## config.mk

```make
export PLATFORM = sky130hd
export DESIGN_NAME = pkt_unpacker
export DESIGN_NICKNAME = d
export VERILOG_FILES = /design/src/rtl/pkt_unpack_pkg.sv /design/src/rtl/pkt_unpack_dp.sv /design/src/rtl/pkt_unpack_ctrl.sv /design/src/rtl/pkt_unpacker.sv
export SDC_FILE = /design/constraint.sdc
export NUM_CORES = 1
export LEC_CHECK = 0
export ABC_AREA = 0
export ABC_CLOCK_PERIOD_IN_PS = 3200
export BUFFER_PORTS_ARGS = -buffer_cell sky130_fd_sc_hd__buf_2
export CAP_MARGIN = 30
export CORE_MARGIN = 8
export CORE_UTILIZATION = 50
export CTS_CLUSTER_DIAMETER = 60
export DETAILED_ROUTE_END_ITERATION = 12
export MAX_ROUTING_LAYER = met4
export PLACE_DENSITY = 0.74
export SLEW_MARGIN = 20
export SYNTH_ARGS = -nofsm -noshare
export SYNTH_HDL_FRONTEND = slang
export SYNTH_SLANG_ARGS = --single-unit
export TNS_END_PERCENT = 50
```

## constraint.sdc

```tcl
create_clock -name clk -period 3.2 [get_ports clk]
set_input_delay 0.64 -clock clk [delete_from_list [all_inputs] [get_ports clk]]
set_output_delay 0.64 -clock clk [all_outputs]
set_load 0.05 [all_outputs]
```

## src/rtl/pkt_unpack_pkg.sv

```systemverilog
package pkt_unpack_pkg;
  localparam int WORD_W    = 32;
  localparam int HALF_W    = WORD_W / 2;
  localparam int WORDS     = 8;
  localparam int PKT_W     = WORD_W * WORDS;
  localparam int WIDX_W    = $clog2(WORDS);
  localparam int HIDX_W    = WIDX_W + 1;
  localparam int HDR_WORD  = WORDS - 1;
  // header field positions
  localparam int HB_COMPACT = 21;
  localparam int HB_PROT    = 20;
  localparam int HB_RS      = 19;
  localparam int HB_DSZ     = 16;
  localparam int HB_BR      = 15;
  localparam int HB_SAT     = 14;

  typedef struct packed {
    logic              load;
    logic [WIDX_W-1:0] wordIdx;
    logic              halfSel;
  } ctrlStrobes_t;
endpackage

```

## src/rtl/pkt_unpack_dp.sv

```systemverilog
module pkt_unpack_dp
  import pkt_unpack_pkg::*;
(
  input  logic               clk,
  input  logic               rstN,
  input  ctrlStrobes_t       stb,
  input  logic [PKT_W-1:0]   inPacket,
  input  logic               inBigEndian,
  output logic [WORDS-1:0]   compactEff,
  output logic               hasHdr,
  output logic [WORD_W-1:0]  opcode,
  output logic               isHalf,
  output logic [HIDX_W-1:0]  halfIdx,
  output logic               parallel,
  output logic               hProt,
  output logic               hRegSet,
  output logic [2:0]         hDataSize,
  output logic               hBranch,
  output logic               hSat
);
  logic [PKT_W-1:0]  pktReg;
  logic              bigReg;
  logic [WORD_W-1:0] logWord [WORDS];
  logic [WORD_W-1:0] hdrWord;
  logic [WORD_W-1:0] curWord;

  always_ff @(posedge clk) begin
    if (!rstN) begin
      pktReg <= '0;
      bigReg <= 1'b0;
    end else if (stb.load) begin
      pktReg <= inPacket;
      bigReg <= inBigEndian;
    end
  end

  // byte order: assemble each logical word
  for (genvar w = 0; w < WORDS; w++) begin : gWord
    for (genvar j = 0; j < 4; j++) begin : gByte
      assign logWord[w][8*j +: 8] = bigReg ? pktReg[8*(4*w+3-j) +: 8]
                                           : pktReg[8*(4*w+j) +: 8];
    end
  end

  assign hdrWord = logWord[HDR_WORD];
  assign hasHdr  = (hdrWord[WORD_W-1 -: 4] == 4'hE);

  for (genvar w = 0; w < WORDS; w++) begin : gCompact
    if (w < HDR_WORD) begin : gFlag
      assign compactEff[w] = hasHdr && hdrWord[HB_COMPACT + w];
    end else begin : gNone
      assign compactEff[w] = 1'b0;
    end
  end

  always_comb begin
    curWord = logWord[stb.wordIdx];
    isHalf  = compactEff[stb.wordIdx];
    halfIdx = {stb.wordIdx, isHalf & stb.halfSel};
    if (isHalf) begin
      opcode   = {{HALF_W{1'b0}}, (stb.halfSel ? curWord[WORD_W-1:HALF_W]
                                               : curWord[HALF_W-1:0])};
      parallel = hdrWord[halfIdx];
    end else begin
      opcode   = curWord;
      parallel = curWord[0];
    end
  end

  assign hProt     = hasHdr & hdrWord[HB_PROT];
  assign hRegSet   = hasHdr & hdrWord[HB_RS];
  assign hDataSize = hasHdr ? hdrWord[HB_DSZ +: 3] : 3'd0;
  assign hBranch   = hasHdr & hdrWord[HB_BR];
  assign hSat      = hasHdr & hdrWord[HB_SAT];
endmodule

```

## src/rtl/pkt_unpack_ctrl.sv

```systemverilog
module pkt_unpack_ctrl
  import pkt_unpack_pkg::*;
(
  input  logic             clk,
  input  logic             rstN,
  input  logic             inValid,
  output logic             inReady,
  output logic             outValid,
  input  logic             outReady,
  output logic             outLast,
  input  logic [WORDS-1:0] compactEff,
  input  logic             hasHdr,
  output ctrlStrobes_t     stb
);
  logic              busy;
  logic [WIDX_W-1:0] wordIdx;
  logic              halfSel;
  logic [WIDX_W-1:0] lastWord;
  logic              curCompact;

  assign lastWord   = hasHdr ? WIDX_W'(HDR_WORD - 1) : WIDX_W'(WORDS - 1);
  assign curCompact = compactEff[wordIdx];
  assign inReady    = !busy;
  assign outValid   = busy;
  assign outLast    = busy && (wordIdx == lastWord) && (!curCompact || halfSel);

  assign stb.load    = inValid && !busy;
  assign stb.wordIdx = wordIdx;
  assign stb.halfSel = halfSel;

  always_ff @(posedge clk) begin
    if (!rstN) begin
      busy    <= 1'b0;
      wordIdx <= '0;
      halfSel <= 1'b0;
    end else if (stb.load) begin
      busy    <= 1'b1;
      wordIdx <= '0;
      halfSel <= 1'b0;
    end else if (busy && outReady) begin
      if (outLast) begin
        busy <= 1'b0;
      end else if (curCompact && !halfSel) begin
        halfSel <= 1'b1;
      end else begin
        halfSel <= 1'b0;
        wordIdx <= wordIdx + 1'b1;
      end
    end
  end
endmodule

```

## src/rtl/pkt_unpacker.sv

```systemverilog
module pkt_unpacker
  import pkt_unpack_pkg::*;
(
  input  logic               clk,
  input  logic               rstN,
  input  logic               inValid,
  output logic               inReady,
  input  logic [PKT_W-1:0]   inPacket,
  input  logic               inBigEndian,
  output logic               outValid,
  input  logic               outReady,
  output logic [WORD_W-1:0]  outOpcode,
  output logic               outIsHalf,
  output logic [HIDX_W-1:0]  outHalfIdx,
  output logic               outParallel,
  output logic               outLast,
  output logic               hdrPresent,
  output logic               hdrProtect,
  output logic               hdrRegSet,
  output logic [2:0]         hdrDataSize,
  output logic               hdrBranch,
  output logic               hdrSaturate
);
  ctrlStrobes_t     stb;
  logic [WORDS-1:0] compactEff;

  pkt_unpack_ctrl uCtrl (
    .clk(clk), .rstN(rstN), .inValid(inValid), .inReady(inReady),
    .outValid(outValid), .outReady(outReady), .outLast(outLast),
    .compactEff(compactEff), .hasHdr(hdrPresent), .stb(stb)
  );

  pkt_unpack_dp uDp (
    .clk(clk), .rstN(rstN), .stb(stb), .inPacket(inPacket),
    .inBigEndian(inBigEndian), .compactEff(compactEff), .hasHdr(hdrPresent),
    .opcode(outOpcode), .isHalf(outIsHalf), .halfIdx(outHalfIdx),
    .parallel(outParallel), .hProt(hdrProtect), .hRegSet(hdrRegSet),
    .hDataSize(hdrDataSize), .hBranch(hdrBranch), .hSat(hdrSaturate)
  );
endmodule

```

=== Word-level counts from Yosys, hierarchy flattened ===
Index checks and enable logic that the tools add are counted.

* Bits in registers: 262
* Input port bits: 261
* Output and inout port bits: 49
* Logic and storage cells: 90

* $add $sub $neg: 1
* Order comparisons: 3
* Equality and inequality tests: 2
* Mux-type cells: 48
* Bitwise gates (word level): 9
* Reductions and logical operators: 22

{| class="wikitable"
|+ Operators by type and width
! cell !! number
|-
| $mux W8 || 32
|-
| $bmux W32 S3 || 1
|-
| $mux W32 || 3
|-
| $mux W16 || 1
|-
| $logic_and A1 B1 Y1 || 12
|-
| $mux W1 || 8
|-
| $lt A4 B6 Y1 const B || 1
|-
| $and A1 B1 Y1 || 5
|-
| $bmux W1 S4 || 1
|-
| $eq A4 B4 Y1 const B || 1
|-
| $ge A4 B4 Y1 const B || 1
|-
| $lt A3 B4 Y1 const B || 1
|-
| $not A3 Y4 || 1
|-
| $reduce_and A2 Y1 || 2
|-
| $reduce_bool A2 Y1 || 2
|-
| $add A3 B1 Y3 const B || 1
|-
| $bmux W1 S3 || 1
|-
| $eq A3 B3 Y1 || 1
|-
| $logic_not A1 Y1 || 3
|-
| $mux W3 || 1
|-
| $not A1 Y1 || 3
|-
| $reduce_and A3 Y1 || 1
|-
| $reduce_or A2 Y1 || 1
|-
| $logic_or A1 B1 Y1 || 1
|}

=== Longest topological paths before layout ===
* Depth in word-level cells: 11
* Mapped depth: 10
* Gate-level depth less buffers: 7

=== Hierarchy ===
Synthesis repeated with hierarchy kept, for this count alone.

* Cell total of the unflattened synthesis: 1378
* Area total of the unflattened synthesis: 14622.8 µm²

{| class="wikitable"
|+ Modules (own cells, without submodules)
! module !! times used !! cells each !! area each (µm²) !! seq. area each (µm²)
|-
| pkt_unpack_dp || 1 || 1333 || 14219.9 || 5144.9
|-
| pkt_unpack_ctrl || 1 || 45 || 402.9 || 100.1
|}

=== Worst setup path before layout ===
Ideal clock, no wire load.

* Kind: reg2out
* Start: reg uDp.bigReg
* End: out outOpcode[14]
* Arrival: 2.912 ns
* Data required time: 2.560 ns
* Setup slack: -0.352 ns
* Cell stages (with the launch flop): 10
* Path buffers: 2
* Cells stage by stage: dfxtp_1 buf_4 and4bb_1 a22oi_2 inv_2 o2111ai_4 inv_2 buf_1 nor2_1 nor2_1

* Longest elaborated chain between the ends: 6

{| class="wikitable"
|+ RTL lines
! item !! RTL line !! RTL
|-
| start: declaration || pkt_unpack_dp.sv:22 || <nowiki>logic bigReg;</nowiki>
|-
| start signal: assignment || pkt_unpack_dp.sv:33 || <nowiki>bigReg <= inBigEndian;</nowiki>
|-
| $mux W8 * || pkt_unpack_dp.sv:40 || <nowiki>assign logWord[w][8*j +: 8] = bigReg ? pktReg[8*(4*w+3-j) +: 8]</nowiki>
|-
| $eq A4 B4 Y1 * || pkt_unpack_dp.sv:46 || <nowiki>assign hasHdr = (hdrWord[WORD_W-1 -: 4] == 4'hE);</nowiki>
|-
| named net hdrPresent || pkt_unpacker.sv:17 || <nowiki>output logic hdrPresent,</nowiki>
|-
| $logic_and A1 B1 Y1 || pkt_unpack_dp.sv:50 || <nowiki>assign compactEff[w] = hasHdr && hdrWord[HB_COMPACT + w];</nowiki>
|-
| $bmux W1 S3 * || pkt_unpack_dp.sv:58 || <nowiki>isHalf = compactEff[stb.wordIdx];</nowiki>
|-
| $mux W1 (implied by the code) * || pkt_unpack_dp.sv:58 ||
|-
| $mux W32 * || pkt_unpack_dp.sv:60 || <nowiki>if (isHalf) begin</nowiki>
|-
| end: declaration || pkt_unpacker.sv:12 || <nowiki>output logic [WORD_W-1:0] outOpcode,</nowiki>
|}

Mark *: on every way through the listed nets, which the timed path passes. The rest lies on a longest branch. The select of a mux whose other input is x is not followed.

=== Worst setup path after layout ===
* Start: reg uCtrl.wordIdx[0]
* End: out outParallel

* Longest elaborated chain between the ends: 6

{| class="wikitable"
|+ RTL lines
! item !! RTL line !! RTL
|-
| start: declaration || pkt_unpack_ctrl.sv:16 || <nowiki>logic [WIDX_W-1:0] wordIdx;</nowiki>
|-
| start signal: assignment || pkt_unpack_ctrl.sv:47 || <nowiki>wordIdx <= wordIdx + 1'b1;</nowiki>
|-
| $bmux W1 S3 || pkt_unpack_dp.sv:58 ||
|-
| $mux W1 (implied by the code) || pkt_unpack_dp.sv:58 ||
|-
| $and A1 B1 Y1 || pkt_unpack_dp.sv:59 || <nowiki>halfIdx = {stb.wordIdx, isHalf & stb.halfSel};</nowiki>
|-
| $bmux W1 S4 || pkt_unpack_dp.sv:63 || <nowiki>parallel = hdrWord[halfIdx];</nowiki>
|-
| $mux W1 (implied by the code) || pkt_unpack_dp.sv:63 ||
|-
| $mux W1 * || pkt_unpack_dp.sv:60 ||
|-
| end: declaration || pkt_unpacker.sv:15 || <nowiki>output logic outParallel,</nowiki>
|}

Mark *: on every way between the ends. The rest lies on a longest branch, timed or not. The select of a mux whose other input is x is not followed.

==> flow_metrics.tcl <==
set metrics [dict create \
    swShare 0.276 \
    netlist_area_mm2 0.0142 \
    arrival_ns 2.93 \
    initial_core_util 0.509 \
    first_pass_iters 5 \
    grt_start_max_net_pins 136 \
    die_h_um 185 \
    setup_viol 34 \
    power_density_mw_per_mm2 481 \
    synth_ff_type "dfxtp_1" \
    drv_slew 0 \
    rsz0062_at_grt "true" \
    fmax_mhz 280 \
    pwr-share-seq 0.417 \
    final_core_util 0.649 \
    final_area_mm2 0.0181 \
    ant_nets 0 \
    yosys_register_bits 262 \
    dieArea_mm2 0.0341 \
    clk_latency_ns 0.55 \
    cap_violations 0 \
    yosysTopAreaCellShare 0.369 \
    coreArea_mm2 0.0279 \
    fin_crit_ns 3.57 \
    yosysMostFrequentCell "nand2_1" \
    pin_count 310 \
    startpoint_type "flip-flop" \
    antenna_found_initial 0 \
    status "finished, violations left" \
    cp.required_ns 2.56 \
    drt_iter0_markers 1252 \
    cp_max_fo 5 \
    synthArstFlopShare 0 \
    tns_ns -7.13 \
    seq_area_frac_synth 0.369 \
    h-tree-depth 1 \
    nNetsFinal 2125 \
    hold_viol 0 \
    grt-ovfl-total 0 \
    wirelength_um 50700 \
    fin_worst_hold_slack_ns 0.267 \
    ir_worst_vdd_v 0.000375 \
    synth.area.top_cells "dfxtp_1, mux4_2, nand2_1" \
    vias_per_cell 5.82 \
    root_buffer "clkbuf_16" \
    clk_path_buf_depth 3 \
    power_frac_clock 0.408 \
    num_rows 61 \
    hpwl_um 38400 \
    port_buffers 309 \
    cts_buffers 29 \
    diodes 0 \
    cts_tree "built" \
    postSynthCellCount 1567 \
    nFillCells 2286 \
    internal-power_mw 6.30 \
    wl_per_cell_um 22.4 \
    route.detailed.drc 0 \
    p_leak_nw 7.09 \
    place.gp.congestion 0.969 \
    grt_pass1_vias 12727 \
    p_comb_frac 0.175 \
    track_usage 0.291 \
    vias 13158 \
    hold_class "input port to flip-flop" \
    switching_power_mw 2.41 \
    clock_sinks 262 \
    slew_headroom 0.509 \
    synth_nets 1829 \
    yosys.area.top_type "dfxtp_1" \
    total_power_mw 8.71 \
    crit_type "flip-flop to output port" \
    cp-end-kind "output port" \
    synth_edf_count 0 \
    min_period_over_period 1.11 \
    synthToLayoutAreaGrowth_pct 27.5 \
    avgSynthCellArea_um2 9.08 \
    die_w_um 185 \
    synth_warnings 0 \
    layout_setup_ws_ns -0.367 \
    synth_cell_type_count 47 \
    placedInstanceArea_mm2 0.0164 \
    tightest_slew_ns 0.737 \
    violations "negative setup slack" \
    drive_above_1_share 0.343 \
    synth_commonest_cells "nand2_1, dfxtp_1, a21boi_0" \
    cts.clk_slew.worst_paths_ns 0.06 \
    grt_pass1_wl_um 74600 \
    skew_ns 0.0149 \
]
-- through the flow --
stage	setup WS, ns	instances
after floorplan	-0.239	1567
after global placement	0.119	2187
after detailed placement	0.0702	2187
after CTS	-0.380	2247
after global routing	-0.453	2261
final	-0.367	2261
-- cell usage in the layout (no fill, tap or decap), types with 14 or more instances in the layout --
cell type,synthesis,final
a21boi_0,257,257
buf_2,19,276
a21oi_1,23,20
clkbuf_16,0,32
nor2_1,57,43
buf_4,15,71
nand2_1,557,555
buf_12,0,15
dfxtp_1,262,259
mux4_2,121,122
o21ai_0,20,14
buf_6,1,35
mux2i_1,49,42
-- worst max-delay path, stage by stage, from the launching register on --
cell       delay [ns]
dfxtp_4          0.40
mux4_2           0.50
o22a_1           0.25
o2111ai_4        0.10
mux4_2           0.32
mux2_2           0.28
a221o_1          0.35
buf_6            0.17
-- area by class of cell --
cell class / count / area, µm² / area share
Tap cell: 378 / 473 / 0.0261
Timing Repair Buffer: 404 / 2790 / 0.154
Multi-Input combinational cell: 1157 / 8560 / 0.472
Clock inverter: 11 / 175 / 0.00966
Clock buffer: 40 / 837 / 0.0462
Inverter: 9 / 36.3 / 0.00200
Sequential cell: 262 / 5250 / 0.290
-- final timing paths --
check | start | to | slack, ns | cells past startpoint
worst min-delay path | outReady | uCtrl.outValid | 0.27 | 2
worst max-delay path | uCtrl.wordIdx[0] | outParallel | -0.37 | 7
worst min register to register | uDp.pktReg[104] | uDp.pktReg[104] | 0.46 | 2
worst max register to register | uCtrl.wordIdx[0] | uCtrl.wordIdx[2] | 0.74 | 9
-- power by group through the flow --
stage	combinational, mW	sequential, mW	clock (mW)
3_5_place_dp	1.39	3.69	0
6_report	1.53	3.63	3.55
5_1_grt	1.63	3.64	3.70
2_1_floorplan	0.892	3.61	0
4_1_cts	1.46	3.62	3.57
3_3_place_gp	1.37	3.68	0
-- state kept, by name, indices dropped and copies added, names as in the netlist --
| signal | count |
|---|---|
| uCtrl.halfSel | 1 |
| uCtrl.outValid | 1 |
| uCtrl.wordIdx | 3 |
| uDp.bigReg | 1 |
| uDp.pktReg | 256 |
-- metal layers --
| metal | routed length, µm | vias up | part of all wire | GRT usage |
|---|---|---|---|---|
| met2 | 23500 | 651 | 0.46 | 0.454 |
| met3 | 4290 | 117 | 0.084 | 0.0425 |
| met4 | 2080 | 0 | 0.041 | 0.116 |
| met5 | 0 | - | 0 | - |
| li1 | - | 6026 | - | - |
| met1 | 20900 | 6364 | 0.41 | 0.379 |
-- repair_timing --
action                                  in CTS  in global routing
cloned                                       1                  3
hold buffers                                 0                  0
pin swaps                                    6                  2
endpoints found under the setup margin      35                 35
setup buffers                                8                 11
gates resized for setup                     70                 74
-- cells by family after synthesis --
group                    after synthesis  share of synthesized area
XOR/XNOR                               2                    0.00123
AO/OA/AOI/OAI                        323                      0.167
AND/OR/NAND/NOR                      646                      0.177
flip-flops                           262                      0.369
multiplexers                         185                      0.240
adder cells (fa/ha/maj)                1                   0.000880
buffers and inverters                148                     0.0452
(Power assumes the default switching activity.)
